<file path="src/rtl/wdt_seq_pkg.sv">
package wdt_seq_pkg;
  localparam int SCALE_W = 3;

  typedef struct packed {
    logic               restart;
    logic               enable;
    logic [SCALE_W-1:0] scale;
  } wdtStrobe_t;
endpackage

</file>
<file path="src/rtl/wdt_seq_ctrl.sv">
module wdt_seq_ctrl
  import wdt_seq_pkg::*;
#(
  parameter int          ADDR_W     = 8,
  parameter int          DATA_W     = 8,
  parameter logic [7:0]  KICK_ADDR  = 8'hA6,
  parameter logic [7:0]  CTRL_ADDR  = 8'hA7,
  parameter logic [7:0]  KEY_FIRST  = 8'h1E,
  parameter logic [7:0]  KEY_SECOND = 8'hE1
) (
  input  logic              clk,
  input  logic              rst,
  input  logic              sfrWe,
  input  logic [ADDR_W-1:0] sfrAddr,
  input  logic [DATA_W-1:0] sfrWdata,
  input  logic              expireNow,
  output wdtStrobe_t        strobe,
  output logic [DATA_W-1:0] ctrlReg
);
  localparam int EN_BIT    = 0;
  localparam int HW_BIT    = 2;
  localparam int SCALE_LSB = DATA_W - SCALE_W;

  logic [DATA_W-1:0] prevByte;
  logic kickWr, ctrlWr, armHit;

  assign kickWr = sfrWe && (sfrAddr == ADDR_W'(KICK_ADDR));
  assign ctrlWr = sfrWe && (sfrAddr == ADDR_W'(CTRL_ADDR));
  // Key completes only on the second byte with the first one remembered.
  assign armHit = kickWr && ctrlReg[HW_BIT] &&
                  (sfrWdata == DATA_W'(KEY_SECOND)) &&
                  (prevByte == DATA_W'(KEY_FIRST));

  always_ff @(posedge clk) begin
    if (rst) begin
      ctrlReg  <= '0;
      prevByte <= '0;
    end else begin
      if (ctrlWr) ctrlReg <= sfrWdata;
      if (kickWr) prevByte <= sfrWdata;
      if (armHit)         ctrlReg[EN_BIT] <= 1'b1;
      else if (expireNow) ctrlReg[EN_BIT] <= 1'b0;
    end
  end

  always_comb begin
    strobe.restart = armHit;
    strobe.enable  = ctrlReg[EN_BIT];
    strobe.scale   = ctrlReg[SCALE_LSB +: SCALE_W];
  end

  // reset leaves a clean register file
  p_reset_state_r1: assert property (@(posedge clk)
    rst |=> (ctrlReg == '0 && prevByte == '0));

  // a completed key in hardware mode enables the watchdog
  p_arm_enables_r3: assert property (@(posedge clk) disable iff (rst)
    (sfrWe && sfrAddr == ADDR_W'(KICK_ADDR) && sfrWdata == DATA_W'(KEY_SECOND)
     && prevByte == DATA_W'(KEY_FIRST) && ctrlReg[HW_BIT]) |=> ctrlReg[EN_BIT]);

  // without the mode bit, kick writes never enable
  p_mode_gate_r5: assert property (@(posedge clk) disable iff (rst)
    (!ctrlReg[HW_BIT] && !ctrlReg[EN_BIT] && !(sfrWe && sfrAddr == ADDR_W'(CTRL_ADDR)))
      |=> !ctrlReg[EN_BIT]);

  // expiry disables the watchdog
  p_expire_disable_r7: assert property (@(posedge clk) disable iff (rst)
    expireNow |=> !ctrlReg[EN_BIT]);
endmodule

</file>
<file path="src/rtl/wdt_seq_datapath.sv">
module wdt_seq_datapath
  import wdt_seq_pkg::*;
#(
  parameter int CNT_W = 14
) (
  input  logic       clk,
  input  logic       rst,
  input  logic       cycleTick,
  input  logic       halfRate,
  input  wdtStrobe_t strobe,
  output logic       expireNow,
  output logic       wdtReset
);
  localparam int PRE_W = (1 << SCALE_W) - 1;
  localparam logic [CNT_W-1:0] CNT_ONE = CNT_W'(1);
  localparam logic [PRE_W-1:0] PRE_ONE = PRE_W'(1);

  logic [PRE_W-1:0] preCnt, preLimit;
  logic [CNT_W-1:0] count;
  logic halfPhase, step, preDone, atMax;

  // Terminal prescaler value is 2^N - 1.
  assign preLimit  = ~({PRE_W{1'b1}} << strobe.scale);
  assign step      = strobe.enable && cycleTick && (!halfRate || halfPhase);
  assign preDone   = (preCnt == preLimit);
  assign atMax     = &count;
  assign expireNow = step && preDone && atMax && !strobe.restart;

  always_ff @(posedge clk) begin
    if (rst) begin
      preCnt    <= '0;
      count     <= '0;
      halfPhase <= 1'b0;
      wdtReset  <= 1'b0;
    end else if (strobe.restart) begin
      preCnt    <= '0;
      count     <= '0;
      halfPhase <= 1'b0;
      wdtReset  <= 1'b0;
    end else begin
      wdtReset <= expireNow;
      if (strobe.enable && cycleTick && halfRate) halfPhase <= ~halfPhase;
      if (step) begin
        if (preDone) begin
          preCnt <= '0;
          count  <= count + CNT_ONE;
        end else begin
          preCnt <= preCnt + PRE_ONE;
        end
      end
    end
  end

  // the reset pulse lasts one clock
  p_pulse_single_r6: assert property (@(posedge clk) disable iff (rst)
    wdtReset |=> !wdtReset);

  // a pulse only follows an enabled cycle
  p_pulse_enabled_r6: assert property (@(posedge clk) disable iff (rst)
    wdtReset |-> $past(strobe.enable));

  // a restart zeroes the whole count chain
  p_restart_zero_r9: assert property (@(posedge clk) disable iff (rst)
    strobe.restart |=> (count == '0 && preCnt == '0 && !wdtReset));
endmodule

</file>
<file path="src/rtl/seq_watchdog.sv">
module seq_watchdog
  import wdt_seq_pkg::*;
#(
  parameter int         CNT_W     = 14,
  parameter logic [7:0] KICK_ADDR = 8'hA6,
  parameter logic [7:0] CTRL_ADDR = 8'hA7
) (
  input  logic       clk,
  input  logic       rst,
  input  logic       sfrWe,
  input  logic [7:0] sfrAddr,
  input  logic [7:0] sfrWdata,
  input  logic       cycleTick,
  input  logic       halfRate,
  output logic [7:0] ctrlValue,
  output logic       wdtReset
);
  wdtStrobe_t strobe;
  logic       expireNow;

  wdt_seq_ctrl #(
    .ADDR_W(8), .DATA_W(8),
    .KICK_ADDR(KICK_ADDR), .CTRL_ADDR(CTRL_ADDR),
    .KEY_FIRST(8'h1E), .KEY_SECOND(8'hE1)
  ) u_ctrl (
    .clk(clk), .rst(rst), .sfrWe(sfrWe), .sfrAddr(sfrAddr),
    .sfrWdata(sfrWdata), .expireNow(expireNow),
    .strobe(strobe), .ctrlReg(ctrlValue)
  );

  wdt_seq_datapath #(.CNT_W(CNT_W)) u_dp (
    .clk(clk), .rst(rst), .cycleTick(cycleTick), .halfRate(halfRate),
    .strobe(strobe), .expireNow(expireNow), .wdtReset(wdtReset)
  );
endmodule

</file>
<file path="config.mk">
export PLATFORM = sky130hd
export DESIGN_NAME = seq_watchdog
export DESIGN_NICKNAME = d
export VERILOG_FILES = /design/src/rtl/wdt_seq_pkg.sv /design/src/rtl/wdt_seq_ctrl.sv /design/src/rtl/wdt_seq_datapath.sv /design/src/rtl/seq_watchdog.sv
export SDC_FILE = /design/constraint.sdc
export NUM_CORES = 1
export LEC_CHECK = 0
export ABC_AREA = 1
export BUFFER_PORTS_ARGS = -buffer_cell sky130_fd_sc_hd__buf_2
export CAP_MARGIN = 10
export CORE_ASPECT_RATIO = 1.25
export CORE_MARGIN = 2
export CORE_UTILIZATION = 57
export CTS_CLUSTER_DIAMETER = 120
export DETAILED_ROUTE_END_ITERATION = 10
export PLACE_DENSITY = 0.79
export SLEW_MARGIN = 20
export SYNTH_ARGS = -nofsm -noshare
export SYNTH_HDL_FRONTEND = slang
export SYNTH_SLANG_ARGS = --single-unit
</file>
<file path="constraint.sdc">
create_clock -name clk -period 1.85 [get_ports clk]
set_input_delay 0.0925 -clock clk [delete_from_list [all_inputs] [get_ports clk]]
set_output_delay 0.0925 -clock clk [all_outputs]
set_load 0.05 [all_outputs]
</file>
Word level (Yosys, flattened, before mapping)
Cells that the tools add are included.
W data, S select, Z words.
{ "totals": {"reg_bits": 39, "latch_bits": 0, "mem_bits_rw": 0, "mem_bits_ro": 0, "input_bits": 21, "output_inout_bits": 9, "word_cells": 39, "n_memories": 0} }
{ "op_classes": {"addsub": 2, "n_mul": 0, "div_mod_pow": 0, "magnitude_cmp": 0, "eq_ne": 5, "n_shift": 1, "n_mux": 4, "bitwise": 2, "n_reduce_logical": 18} }
{ "ops": {"columns": ["cell", "n"], "rows": [
  ["$eq A8 B8 Y1 const B", 3],
  ["$add A14 B1 Y14 const B", 1],
  ["$reduce_and A14 Y1", 1],
  ["$logic_and A1 B1 Y1", 11],
  ["$eq A8 B5 Y1 const B", 1],
  ["$add A7 B1 Y7 const B", 1],
  ["$eq A7 B7 Y1", 1],
  ["$mux W7", 1],
  ["$not A7 Y7", 1],
  ["$shl A7 B3 Y7 const A", 1],
  ["$mux W1", 3],
  ["$reduce_bool A3 Y1", 1],
  ["$logic_not A1 Y1", 2],
  ["$reduce_and A2 Y1", 1],
  ["$reduce_or A2 Y1", 1],
  ["$logic_or A1 B1 Y1", 1],
  ["$not A1 Y1", 1]
]} }

Depth between registers and ports, before layout
{ "depth": {"depth_word": 9, "mapped_depth": 12, "mapped_depth_nobuf": 10} }

Hierarchy
Synthesis repeated with hierarchy kept, for this count alone.
{ "hier_totals": {"cells_unflattened": 351, "hier_area_um2": 2262.2} }
{ "by_module_without_submodules": {"columns": ["module", "instances", "cells_per_inst", "area_per_inst_um2", "seq_area_each_um2"], "rows": [
  ["wdt_seq_datapath", 1, 236, 1421.4, 460.4],
  ["wdt_seq_ctrl", 1, 115, 840.8, 320.3]
]} }

Worst setup path before layout
No wires, ideal clock.
{ "synth_path": {"path_kind": "register -> register", "from": "reg u_ctrl.ctrlReg[7]", "to": "reg u_ctrl.ctrlReg[0]", "setup_ps": 117, "arrival_ps": 1678, "required_ps": 1733, "slack_ps": 55, "path_stages_with_launch": 12, "path_buffers": 2, "synth_period_minus_slack_ps": 1795, "cell_sequence": "dfxtp_1 buf_6 nand2_2 inv_2 nand2_1 nand2_1 nand2_1 a21oi_1 nand3_2 buf_6 nor2_2 nor2_1"} }
{ "synth_via": {"elab_chain_len": 8, "elab_cells_between_ends": 9, "classes_between": "1 x eq/ne; 1 x shift; 2 x mux; 1 x bitwise; 4 x reduce/logical"} }
{ "synth_lines": {"columns": ["item", "line", "source"], "rows": [
  ["start: declaration", "wdt_seq_ctrl.sv:18", "output logic [DATA_W-1:0] ctrlReg"],
  ["start signal: assignment", "wdt_seq_ctrl.sv:39", "if (ctrlWr) ctrlReg <= sfrWdata;"],
  ["$shl A7 B3 Y7 *", "wdt_seq_datapath.sv:23", "assign preLimit = ~({PRE_W{1'b1}} << strobe.scale);"],
  ["$not A7 Y7 *", "wdt_seq_datapath.sv:23", null],
  ["$eq A7 B7 Y1 *", "wdt_seq_datapath.sv:25", "assign preDone = (preCnt == preLimit);"],
  ["$logic_and A1 B1 Y1 * (3 in a row)", "wdt_seq_datapath.sv:27", "assign expireNow = step && preDone && atMax && !strobe.restart;"],
  ["$mux W1", "wdt_seq_ctrl.sv:42", "else if (expireNow) ctrlReg[EN_BIT] <= 1'b0;"],
  ["$mux W1", "wdt_seq_ctrl.sv:41", "if (armHit) ctrlReg[EN_BIT] <= 1'b1;"]
]} }
Mark *: on every way between the ends. The rest lies on a longest branch, timed or not.
A chain may end at the register's enable or synchronous reset.

Worst setup path after layout
Same ends and word-level chain as after synthesis.

==> flow_summary.json <==
{
  "outcome": "finished clean",
  "drtPass1Iterations": 4,
  "ios": 30,
  "drive_above_1_share_pct": 16.58,
  "clock_power_share_pct": 44.8,
  "synth.area.top_cells": "dfxtp_1, nand2_1, nand3_1",
  "yosysMostFrequentCell": "nand2_1",
  "crit_type": "flip-flop to flip-flop",
  "synth_warnings": 0,
  "antenna_found_initial": 0,
  "nets": 408,
  "syn_inst": 353,
  "cp_data_arrival_time_ns": 1.82,
  "crit_path_max_fanout": 15,
  "synthDistinctLibCells": 27,
  "tightest_slew_ns": 0.3622,
  "io_buffers": 29,
  "power.share.switching_pct": 20.82,
  "hold_path.class": "input pin to flip-flop",
  "cap_violations": 0,
  "synth_ff_type": "dfxtp_1",
  "syn-num-nets": 376,
  "diodes": 0,
  "clock-sinks": 39,
  "clockBufferDepth": 2,
  "ys_top_cells_by_count": "nand2_1, dfxtp_1, inv_1",
  "yosys.area.top_type": "dfxtp_1",
  "drc": 0,
  "core_area_mm2": 0.003816,
  "crit_path_end_kind": "flip-flop",
  "startpoint_type": "flip-flop",
  "grt.total_usage_pct": 23.61,
  "ys_ff_latch": 39,
  "worst_slack_ns": 0.2082,
  "synth_area_mm2": 0.002296,
  "seqPwrFrac_pct": 51.1,
  "cts.htree.levels": 2,
  "period_minus_slack_ns": 1.642,
  "fmax_ghz": 0.6091,
  "power.switching_uw": 342.3,
  "synth_top_area_share_pct": 34.01,
  "pre_cts_ws_ns": 0.07261,
  "worst-path-buf-inv": 2,
  "drt_iter0_drc": 109,
  "power_frac_comb_pct": 4.1,
  "clk_root_buffer_cell": "clkbuf_8",
  "hold-worst-slack_ns": 0.06735,
  "clock_skew_ns": 0.01019,
  "timing.setup.tns_ns": 0,
  "dieArea_mm2": 0.004555,
  "required_ns": 2.03,
  "setup_violations": 0,
  "routed_wl_um": 4917,
  "start_util_pct": 60.16,
  "overflow": 0,
  "wire_per_inst_um": 11.18,
  "seq_area_frac_synth_pct": 34.01,
  "cts.hold.buffers_added": 0,
  "area_growth_pct": 13.68,
  "intPower_mw": 1.302,
  "routed_via_density": 5.073,
  "cts_setup_buffers": 0,
  "synth_edf_count": 0,
  "cts_buffers": 5,
  "hold_viol_final": 0,
  "rsz0062_at_grt": "no",
  "clock_latency_ns": 0.29,
  "peakVddDrop_v": 0.0005734,
  "antenna_left": 0,
  "max_stage_delay_ns": 0.45,
  "gp_congestion": 0.8905,
  "async_flop_share_pct": 0,
  "crit_chain": "inv_1 -> nand3_1 -> nand2_1 -> inv_1 -> nand2_1 -> nor2_1 -> nand3_2 -> nor2_2 -> nor2_1",
  "power_density_mw_per_mm2": 630.0,
  "num_rows": 25,
  "maxSlewHeadroom_pct": 75.67,
  "cts_tree": "built",
  "fp.dieH_um": 74.96,
  "cts_resized": 0,
  "p_leak_nw": 1.107,
  "crit_slowest_cell": "dfxtp_2",
  "grt_pass1_vias": 2012,
  "cp_top_family": "simple AND/OR/NAND/NOR gates",
  "clk_pin_slew_ns": 0.07,
  "min_period_over_period_pct": 88.75,
  "syn_avg_cell_area_um2": 6.504,
  "fp.dieW_um": 60.77,
  "vias": 2232,
  "postLayoutCoreUtil_pct": 68.39,
  "grt_max_degree": 16,
  "dpl.hpwl_um": 3698,
  "slew_viol_final": 0,
  "grt_pass1_wl_um": 8286
}
layout by cell type, fill, tap and decap left out:
cell type  instances
a21oi_1           33
buf_12             1
buf_2             29
buf_4              5
bufinv_16          1
clkbuf_8           6
clkinv_1           2
clkinv_2           1
dfxtp_1           37
dfxtp_2            2
ha_1               2
inv_1             39
inv_2              3
nand2_1           87
nand2_2            6
nand3_1           34
nand3_2            4
nand3b_1           2
nand4_1           12
nor2_1            38
nor2_2             4
nor2_4             1
nor3_1             8
nor3_2             1
o21ai_0           13
o21ai_1            1
or2_1              1
xnor2_1            1
xor2_1            12
power by group through the flow:
stage / logic [mW] / registers (mW) / clock network (mW)
after floorplan: 0.0315 / 0.861 / 0
after global placement: 0.0671 / 0.860 / 0
after detailed placement: 0.0678 / 0.860 / 0
after CTS: 0.0683 / 0.840 / 0.748
after global routing: 0.0772 / 0.840 / 0.777
final: 0.0681 / 0.840 / 0.736
cell type report:
type / instances / area, um2
Tap cell: 54 / 67.56
Clock inverter: 2 / 35.03
Inverter: 44 / 165.2
Fill cell: 366 / 1206
Timing Repair Buffer: 35 / 202.7
Multi-Input combinational cell: 260 / 1274
Clock buffer: 6 / 82.58
Sequential cell: 39 / 783.3
worst register-to-register path: cells and delay by family, from the launching register on:
kind | cells | cell delay [ns]
buffers and inverters | 2 | 0.18
DFF | 1 | 0.45
and+or+nand+nor | 7 | 0.89
kinds of logic after synthesis:
family	count (synthesis)	share of synthesized area [%]
simple gates	198	39.18
buf+inv	54	10.52
compound gates	47	10.24
flops	39	34.01
xor+xnor	13	4.959
fa+ha+maj	2	1.090
worst paths after layout:
check	cells after the start	slack, ns	to	startpoint
worst max register to register	9	0.21	u_ctrl.ctrlReg[0]$_SDFFE_PP0P_	u_ctrl.ctrlReg[7]$_SDFFE_PP0P_
worst min-delay path	2	0.07	u_ctrl.prevByte[7]$_SDFFE_PP0N_	rst
worst max-delay path	9	0.21	u_ctrl.ctrlReg[0]$_SDFFE_PP0P_	u_ctrl.ctrlReg[7]$_SDFFE_PP0P_
worst min register to register	2	0.45	u_ctrl.ctrlReg[3]$_SDFFE_PP0P_	u_ctrl.ctrlReg[3]$_SDFFE_PP0P_
routing by layer:
metal	up-vias	routed length [um]	track usage (%)
met1	988	2242	29.05
met3	8	149	4.124
met2	39	2440	41.34
met5	-	0	0
li1	1197	-	-
met4	0	84	7.729
per-stage QoR:
stage | instance area, um2 | cells | power, mW
after CTS | 2608 | 440 | 1.656
after detailed placement | 2490 | 432 | 0.9275
after global placement | 2490 | 432 | 0.9268
after floorplan | 2296 | 353 | 0.8923
final | 2610 | 440 | 1.644
after global routing | 2610 | 440 | 1.694
flip-flops by register name, summed over array words and instances, names as in the netlist:
| name | flops |
|---|---|
| u_dp.halfPhase | 1 |
| u_dp.wdtReset | 1 |
| u_ctrl.prevByte | 8 |
| u_dp.count | 14 |
| u_dp.preCnt | 7 |
| u_ctrl.ctrlReg | 8 |
No activity file was read; power rests on OpenSTA's default activity.
